`config.mk`:
```
export PLATFORM = sky130hd
export DESIGN_NAME = pad_tower_trig
export DESIGN_NICKNAME = d
export VERILOG_FILES = /design/src/rtl/ptc_pkg.sv /design/src/rtl/ptc_deser.sv /design/src/rtl/ptc_coinc.sv /design/src/rtl/ptc_report.sv /design/src/rtl/pad_tower_trig.sv
export SDC_FILE = /design/constraint.sdc
export NUM_CORES = 2
export LEC_CHECK = 0
export BUFFER_PORTS_ARGS = -buffer_cell sky130_fd_sc_hd__buf_2
export CORE_ASPECT_RATIO = 1.4
export CORE_MARGIN = 3
export CORE_UTILIZATION = 30
export DETAILED_ROUTE_END_ITERATION = 7
export HOLD_SLACK_MARGIN = 0.12
export SLEW_MARGIN = 10
export SYNTH_ARGS = -nofsm -noshare
export SYNTH_HDL_FRONTEND = slang
export SYNTH_HIERARCHICAL = 1
export SYNTH_SLANG_ARGS = --single-unit
```
`constraint.sdc`:
```
create_clock -name clk -period 5.7 [get_ports clk]
set_clock_uncertainty 0.05 [all_clocks]
set_input_delay 0.285 -clock clk [delete_from_list [all_inputs] [get_ports clk]]
set_output_delay 0.285 -clock clk [all_outputs]
set_load 0.05 [all_outputs]
```
`src/rtl/ptc_pkg.sv`:
```
package ptc_pkg;
  localparam int WORD_W = 32;
  localparam int LAYERS = 4;
  localparam int WEDGES = 2;
  localparam int BCID_W = 12;

  // at least three of four taps set
  function automatic logic maj3of4(input logic [3:0] v);
    return (v[0] & v[1] & v[2]) | (v[0] & v[1] & v[3]) |
           (v[0] & v[2] & v[3]) | (v[1] & v[2] & v[3]);
  endfunction
endpackage

```
`src/rtl/ptc_deser.sv`:
```
module ptc_deser
  import ptc_pkg::*;
#(
  parameter int NUM_GROUPS = 2,
  parameter int GRP_W      = 1,
  localparam int NP        = NUM_GROUPS * WORD_W
) (
  input  logic                                  clk,
  input  logic                                  rst_n,
  input  logic                                  wr_en,
  input  logic                                  wr_wedge,
  input  logic [1:0]                            wr_layer,
  input  logic [GRP_W-1:0]                      wr_group,
  input  logic [WORD_W-1:0]                     wr_data,
  input  logic                                  clear,
  output logic [WEDGES-1:0][LAYERS-1:0][NP-1:0] hits
);
  logic grp_ok;
  assign grp_ok = int'(wr_group) < NUM_GROUPS;

  always_ff @(posedge clk) begin
    if (!rst_n || clear) begin
      hits <= '0;
    end else if (wr_en && grp_ok) begin
      hits[wr_wedge][wr_layer][wr_group*WORD_W +: WORD_W] <=
        hits[wr_wedge][wr_layer][wr_group*WORD_W +: WORD_W] | wr_data;
    end
  end

  AST_CROSSING_CLEARED: assert property (@(posedge clk) disable iff (!rst_n)
    clear |=> (hits == '0));
endmodule

```
`src/rtl/ptc_coinc.sv`:
```
module ptc_coinc
  import ptc_pkg::*;
#(
  parameter int NP = 64,
  localparam int NT = NP
) (
  input  logic [WEDGES-1:0][LAYERS-1:0][NP-1:0] hits,
  output logic [NT-1:0]                         fire
);
  for (genvar t = 0; t < NT; t++) begin : g_tower
    logic [WEDGES-1:0][LAYERS-1:0] tap;
    for (genvar w = 0; w < WEDGES; w++) begin : g_wedge
      for (genvar l = 0; l < LAYERS; l++) begin : g_layer
        if (t + l < NP) begin : g_in
          assign tap[w][l] = hits[w][l][t+l];
        end else begin : g_edge
          assign tap[w][l] = 1'b0;
        end
      end
    end
    assign fire[t] = maj3of4(tap[0]) & maj3of4(tap[1]);
  end
endmodule

```
`src/rtl/ptc_report.sv`:
```
module ptc_report
  import ptc_pkg::*;
#(
  parameter int NT = 64,
  parameter int TW = 6
) (
  input  logic              clk,
  input  logic              rst_n,
  input  logic              close,
  input  logic              bcr,
  input  logic              load,
  input  logic [NT-1:0]     fire,
  input  logic              out_ready,
  output logic              out_valid,
  output logic              out_last,
  output logic [TW-1:0]     out_tower,
  output logic [BCID_W-1:0] out_bcid
);
  logic [NT-1:0]     mask_q, low_bit;
  logic [BCID_W-1:0] cnt_q, tag_now;

  assign tag_now = bcr ? '0 : cnt_q;

  always_ff @(posedge clk) begin
    if (!rst_n) begin
      cnt_q    <= '0;
      out_bcid <= '0;
    end else if (close) begin
      cnt_q    <= tag_now + 1'b1;
      out_bcid <= tag_now;
    end else if (bcr) begin
      cnt_q    <= '0;
    end
  end

  assign low_bit = mask_q & (~mask_q + 1'b1);

  always_ff @(posedge clk) begin
    if (!rst_n)                      mask_q <= '0;
    else if (load)                   mask_q <= fire;
    else if (out_valid && out_ready) mask_q <= mask_q & ~low_bit;
  end

  always_comb begin
    out_tower = '0;
    for (int i = NT - 1; i >= 0; i--)
      if (mask_q[i]) out_tower = TW'(i);
  end

  assign out_valid = |mask_q;
  assign out_last  = (mask_q & ~low_bit) == '0;

  AST_HOLD_WHEN_STALLED: assert property (@(posedge clk) disable iff (!rst_n)
    out_valid && !out_ready |=> out_valid && $stable(out_tower) && $stable(out_bcid));
  AST_ASCENDING: assert property (@(posedge clk) disable iff (!rst_n)
    out_valid && out_ready && !out_last |=> out_valid && (out_tower > $past(out_tower)));
  AST_START_AFTER_LOAD: assert property (@(posedge clk) disable iff (!rst_n)
    $rose(out_valid) |-> $past(load));
  AST_BCR_ON_CLOSE: assert property (@(posedge clk) disable iff (!rst_n)
    close && bcr |=> out_bcid == '0);
endmodule

```
`src/rtl/pad_tower_trig.sv`:
```
module pad_tower_trig
  import ptc_pkg::*;
#(
  parameter int NUM_GROUPS      = 2,
  parameter int TOWERS_PER_BAND = 4,
  localparam int NP        = NUM_GROUPS * WORD_W,
  localparam int NT        = NP,
  localparam int TW        = $clog2(NT),
  localparam int GRP_W     = (NUM_GROUPS > 1) ? $clog2(NUM_GROUPS) : 1,
  localparam int NUM_BANDS = (NT + TOWERS_PER_BAND - 1) / TOWERS_PER_BAND,
  localparam int BAND_W    = (NUM_BANDS > 1) ? $clog2(NUM_BANDS) : 1
) (
  input  logic              clk,
  input  logic              rst_n,
  input  logic              bcr,
  input  logic              in_valid,
  output logic              in_ready,
  input  logic              in_last,
  input  logic              in_wedge,
  input  logic [1:0]        in_layer,
  input  logic [GRP_W-1:0]  in_group,
  input  logic [WORD_W-1:0] in_data,
  output logic              out_valid,
  input  logic              out_ready,
  output logic              out_last,
  output logic [TW-1:0]     out_tower,
  output logic [BAND_W-1:0] out_band,
  output logic [BCID_W-1:0] out_bcid
);
  function automatic logic [NT*BAND_W-1:0] make_band_table();
    logic [NT*BAND_W-1:0] tab;
    tab = '0;
    for (int t = 0; t < NT; t++) tab[t*BAND_W +: BAND_W] = BAND_W'(t / TOWERS_PER_BAND);
    return tab;
  endfunction
  localparam logic [NT*BAND_W-1:0] BAND_TABLE = make_band_table();

  logic accept, close, eval_q;
  logic [WEDGES-1:0][LAYERS-1:0][NP-1:0] hits;
  logic [NT-1:0] fire;

  assign in_ready = !eval_q && !out_valid;
  assign accept   = in_valid && in_ready;
  assign close    = accept && in_last;

  always_ff @(posedge clk) begin
    if (!rst_n) eval_q <= 1'b0;
    else        eval_q <= close;
  end

  ptc_deser #(.NUM_GROUPS(NUM_GROUPS), .GRP_W(GRP_W)) i_deser (
    .clk(clk), .rst_n(rst_n), .wr_en(accept), .wr_wedge(in_wedge),
    .wr_layer(in_layer), .wr_group(in_group), .wr_data(in_data),
    .clear(eval_q), .hits(hits)
  );

  ptc_coinc #(.NP(NP)) i_coinc (.hits(hits), .fire(fire));

  ptc_report #(.NT(NT), .TW(TW)) i_report (
    .clk(clk), .rst_n(rst_n), .close(close), .bcr(bcr), .load(eval_q),
    .fire(fire), .out_ready(out_ready), .out_valid(out_valid),
    .out_last(out_last), .out_tower(out_tower), .out_bcid(out_bcid)
  );

  assign out_band = BAND_TABLE[out_tower*BAND_W +: BAND_W];

  AST_BUSY_AFTER_CLOSE: assert property (@(posedge clk) disable iff (!rst_n)
    close |=> !in_ready);
endmodule

```
[Word-level counts from Yosys, hierarchy flattened]
Index checks and enable logic that the tools add are counted.
W data, S select, Z words.
Storage, ports and cells
  bits in registers: 601
  input port bits: 42
  output and inout port bits: 25
  logic and storage cells: 1407
Operators by class
  $add $sub $neg: 3
  $lt $le $gt $ge: 4
  shifts and indexed selects: 4
  multiplexer cells: 77
  bitwise operators: 1292
  reductions and logical operators: 14
Operator list (count)
  $and A1 B1 Y1: 920
  $mux W256: 3
  $bwmux W512: 1
  $mux W6: 64
  $or A1 B1 Y1: 366
  $demux W256 S1: 1
  $shiftx A256 B9 Y4 const A: 1
  $and A64 B64 Y64: 2
  $bmux W64 S2: 1
  $demux W64 S2: 1
  $mux W64: 2
  $not A64 Y64: 2
  $mux W62: 2
  $add A64 B1 Y64 const B: 1
  $logic_not A64 Y1: 1
  $reduce_or A64 Y1: 1
  $shift A32 B34 Y64 const A: 1
  $shiftx A32 B34 Y64: 1
  $shiftx A64 B7 Y32: 1
  $neg A6 Y34: 1
  $or A32 B32 Y32: 1
  $mux W12: 2
  $add A12 B1 Y12 const B: 1
  $logic_and A1 B1 Y1: 6
  9 further kinds: 11

[Logic depth before layout (Yosys ltp)]
  depth in word-level cells: 65
  depth in mapped cells: 15
  gate-level depth less buffers: 11

[Hierarchy]
Netlist, hierarchy kept.
Modules (own cells, without submodules)
  ptc_deser: instances 1, cells an instance 1867, area an instance 20134.3 um^2, sequential area each 10249.8 um^2
  ptc_report: instances 1, cells an instance 749, area an instance 5497.8 um^2, sequential area each 1761.7 um^2
  ptc_coinc: instances 1, cells an instance 311, area an instance 2322.2 um^2, sequential area each 0.0 um^2
  pad_tower_trig: instances 1, cells an instance 9, area an instance 80.1 um^2, sequential area each 20.0 um^2

[Worst setup path before layout]
OpenSTA, ideal clock, no wires.
  path type: reg2reg
  start point: register i_report.mask_q[9]
  end point: register, netlist name i_deser/hits[66]
  setup time: 0.059 ns
  data arrival time: 4.036 ns
  required time: 5.591 ns
  path slack: 1.555 ns
  cell stages (with the launch flop): 16
  path buffers: 5
  period minus slack after synthesis: 4.145 ns
  cells stage by stage: dfxtp_1 buf_6 nor4_4 nand4_2 buf_2 nor3_1 nand2_1 nor2_2 and2_2 buf_2 nor2b_1 buf_2 nand2_1 nor3_2 clkbuf_1 a22o_1
Between the ends
  cells in the longest elaborated chain, start to end: 4
RTL lines
  from (decl): line ptc_report.sv:19  | logic [NT-1:0] mask_q, low_bit;
  from (signal assigned): line ptc_report.sv:40  | else if (load) mask_q <= fire;
  from (signal assigned): line ptc_report.sv:41  | else if (out_valid && out_ready) mask_q <= mask_q & ~low_bit;
  $reduce_or A64 Y1: line ptc_report.sv:50  | assign out_valid = |mask_q;
  net out_valid: line pad_tower_trig.sv:23  | output logic out_valid,
  $logic_not A1 Y1: line pad_tower_trig.sv:42  | assign in_ready = !eval_q && !out_valid;
  $logic_and A1 B1 Y1: line pad_tower_trig.sv:42
  net in_ready: line pad_tower_trig.sv:17  | output logic in_ready,
  $logic_and A1 B1 Y1: line pad_tower_trig.sv:43  | assign accept = in_valid && in_ready;
  net accept: line pad_tower_trig.sv:38  | logic accept, close, eval_q;
The timed path passes the listed nets, and every way through them passes these cells.
A chain may end at the register's enable or synchronous reset.

[Final worst setup path]
  start point: register i_report.mask_q[8]
  end point: output port out_last
Between the ends
  cells in the longest elaborated chain, start to end: 6
RTL lines
  $not A64 Y64: line ptc_report.sv:36  | assign low_bit = mask_q & (~mask_q + 1'b1);
  $add A64 B1 Y64: line ptc_report.sv:36
  $and A64 B64 Y64: line ptc_report.sv:36
  $not A64 Y64: line ptc_report.sv:51  | assign out_last = (mask_q & ~low_bit) == '0;
  $and A64 B64 Y64 *: line ptc_report.sv:51
  $logic_not A64 Y1 *: line ptc_report.sv:51
  to (decl): line pad_tower_trig.sv:25  | output logic out_last,
Mark *: on every way between the ends. The rest lies on a longest branch, timed or not.

==> summary.txt <==
Outcome
  • Outcome: completed

Detailed routing
  • Total Wirelength: 93,800 um
  • DR iter-0 viols: 2,094
  • Drt wl/cell: 23.00 um
  • ANT nets after route: 0
  • TritonRoute pass-1 iters: 6
  • Routed vias: 24,112
  • Remaining DRCs: 0
  • Vias per cell: 5.911

Global route
  • Largest net degree at the start of global routing: 220
  • Vias in the first global route: 23,306
  • Initial antenna violation count: 3
  • Grt total ovfl: 0
  • First-pass GRT wire length: 143,300 um
  • All-Layer GR Usage: 18.56%

Clock tree
  • # H-tree levels: 2
  • Clock Tree Buf Depth: 3
  • Clock Root Buffer: clkbuf_16
  • Hold_buf cts: 36
  • Sink Count: 595
  • TritonCTS buffer count: 56
  • Postcts setup bufs: 0
  • Clk slew on worst S/H paths: 70 ps
  • Clk Latency, worst-skew pair: 640 ps
  • CTS resizes: 0
  • CTS tree: done

Placed design
  • PortBufs: 66
  • DP Wirelength: 61,040 um
  • Final GP Congestion: 0.8920

Yosys
  • Mapped Area: 27,830 um2
  • Synth Instances: 2,918
  • Synthesized area per cell: 9.538 um2
  • Yosys warning total: 6

Cells and area
  • Most frequent cells in the layout: dfxtp_1 (594), o21ai_0 (319), a21oi_1 (276), o211ai_1 (250), nor2_1 (158)
  • Share of layout cells above drive strength 1: 16.04%
  • Commonest non-fill, non-tap cell in the layout: dfxtp_1
  • Area Overhead vs Synth: 12.13%
  • Register area: 11,920 um2
  • Final nets: 2,879
  • Fillcell total: 9,218
  • Area of the multi-input gates: 14,600 um2

Worst setup path
  • Crit Path Max Fanout: 13
  • R2r setup slk: 1280 ps
  • CP arrival: 4350 ps
  • FF-to-FF path depth: 12
  • Required time of the critical path: 5370 ps
  • Critical setup path kind: flip-flop to output port
  • FF-to-FF Start: i_report/mask_q[8]$_SDFFE_PN0P_
  • Reg2Reg Capture Point: i_deser/hits[80]$_SDFFE_PP0P_
  • Kind of end point of the critical path: output port
  • Setup crit start kind: flip-flop
  • Crit path from: i_report/mask_q[8]$_SDFFE_PN0P_

Power
  • Cell Pwr Density: 291.8 nW/um2
  • Maximum VDD drop: 0.2405 mV
  • Leak pwr: 10.63 nW

Die
  • Core Region: 91,620 um2
  • Initial core utilization: 30.37%
  • Rows: 131
  • Die area: 96,510 um2
  • Die Span X: 263.4 um
  • Die extent in y: 366.4 um
  • Boundary pin count: 67

Timing
  • Final worst path period share: 82.25%
  • Unrepaired setup endpoints after global routing: false
  • Hold_ws: 164.2 ps
  • Worst relative slew slack: 13.86%
  • F_max: 213.3 MHz
  • Post-route minimum period: 4688 ps
  • Final hold vios: 0
  • Setup-failing EPs final: 0
  • Fin. max-slew vios: 0
  • Least-Margin Pin Slew: 1289 ps
  • Fin Setup TNS: 0 ps

Hold path
  • Hold EP: i_deser/hits[47]$_SDFFE_PP0P_
  • Worst Min Path Start: in_data[15]
  • Hold WC Path Type: input pin to flip-flop
  • Worst hold stages: 3

Job
  • Maximum capacitance violations: 0
[worst max path at each step]
| stage | slack [ps] | end | depth (start not counted) |
|---|---|---|---|
| 2_1_floorplan | 1590 | i_deser/hits[66]$_SDFFE_PP0P_ | 15 |
| 3_3_place_gp | 1520 | i_deser/hits[78]$_SDFFE_PP0P_ | 12 |
| 3_5_place_dp | 1350 | i_deser/hits[80]$_SDFFE_PP0P_ | 12 |
| 4_1_cts | 900 | out_last | 9 |
| 5_1_grt | 680 | out_last | 9 |
| 6_report | 1010 | out_last | 9 |
[worst max-delay path, cell delays in order (launching register included)]
cell     delay (ps)
dfxtp_1         450
nor4_4          490
nand4_2         400
nor4_4          620
a31oi_1         240
nor4_2          300
nand4_1         110
or4_1           600
nor3_2          220
buf_2           300
[flip-flops by register name, summed over array words and instances (netlist names)]
register	cells
eval_q	1
i_report/mask_q	64
i_report/cnt_q	12
i_deser/hits	506
i_report/out_bcid	12
[routing by layer]
metal  GRT usage, %  up-vias  wire (um)
met5              0        -          0
met4          10.24        0       5334
met3          2.328      204       4737
met2          32.36      783      46210
met1          22.05    11890      37510
li1               -    11235          -
[metrics by stage]
stage	setup slack [ps]	util, %	area [um2]	total power [mW]	instances
after global placement	1518	31.42	28790	4.972	3939
after floorplan	1588	-	27830	4.784	2919
after detailed placement	1347	31.42	28790	4.974	3939
after global routing	680.1	34.05	31200	9.362	4078
after CTS	897.4	34.05	31200	9.175	4078
final	1012	34.06	31200	9.106	4079
[power breakdown]
part / switching [mW] / internal, mW / total [mW]
clock: 1.72 / 2.48 / 4.20
sequential: 0.0719 / 4.23 / 4.30
combinational: 0.425 / 0.186 / 0.611
[area by class of cell]
| class | count | share of cell area [%] |
|---|---|---|
| multi-input cells | 2016 | 46.79 |
| flip-flops and latches | 595 | 38.18 |
| clock buffers | 76 | 5.281 |
| well taps | 1197 | 4.800 |
| repair buffers | 145 | 3.368 |
| clock inverters | 27 | 1.303 |
| inverters | 22 | 0.2646 |
| diodes | 1 | 0.008019 |
No activity file was read; power rests on OpenSTA's default activity.
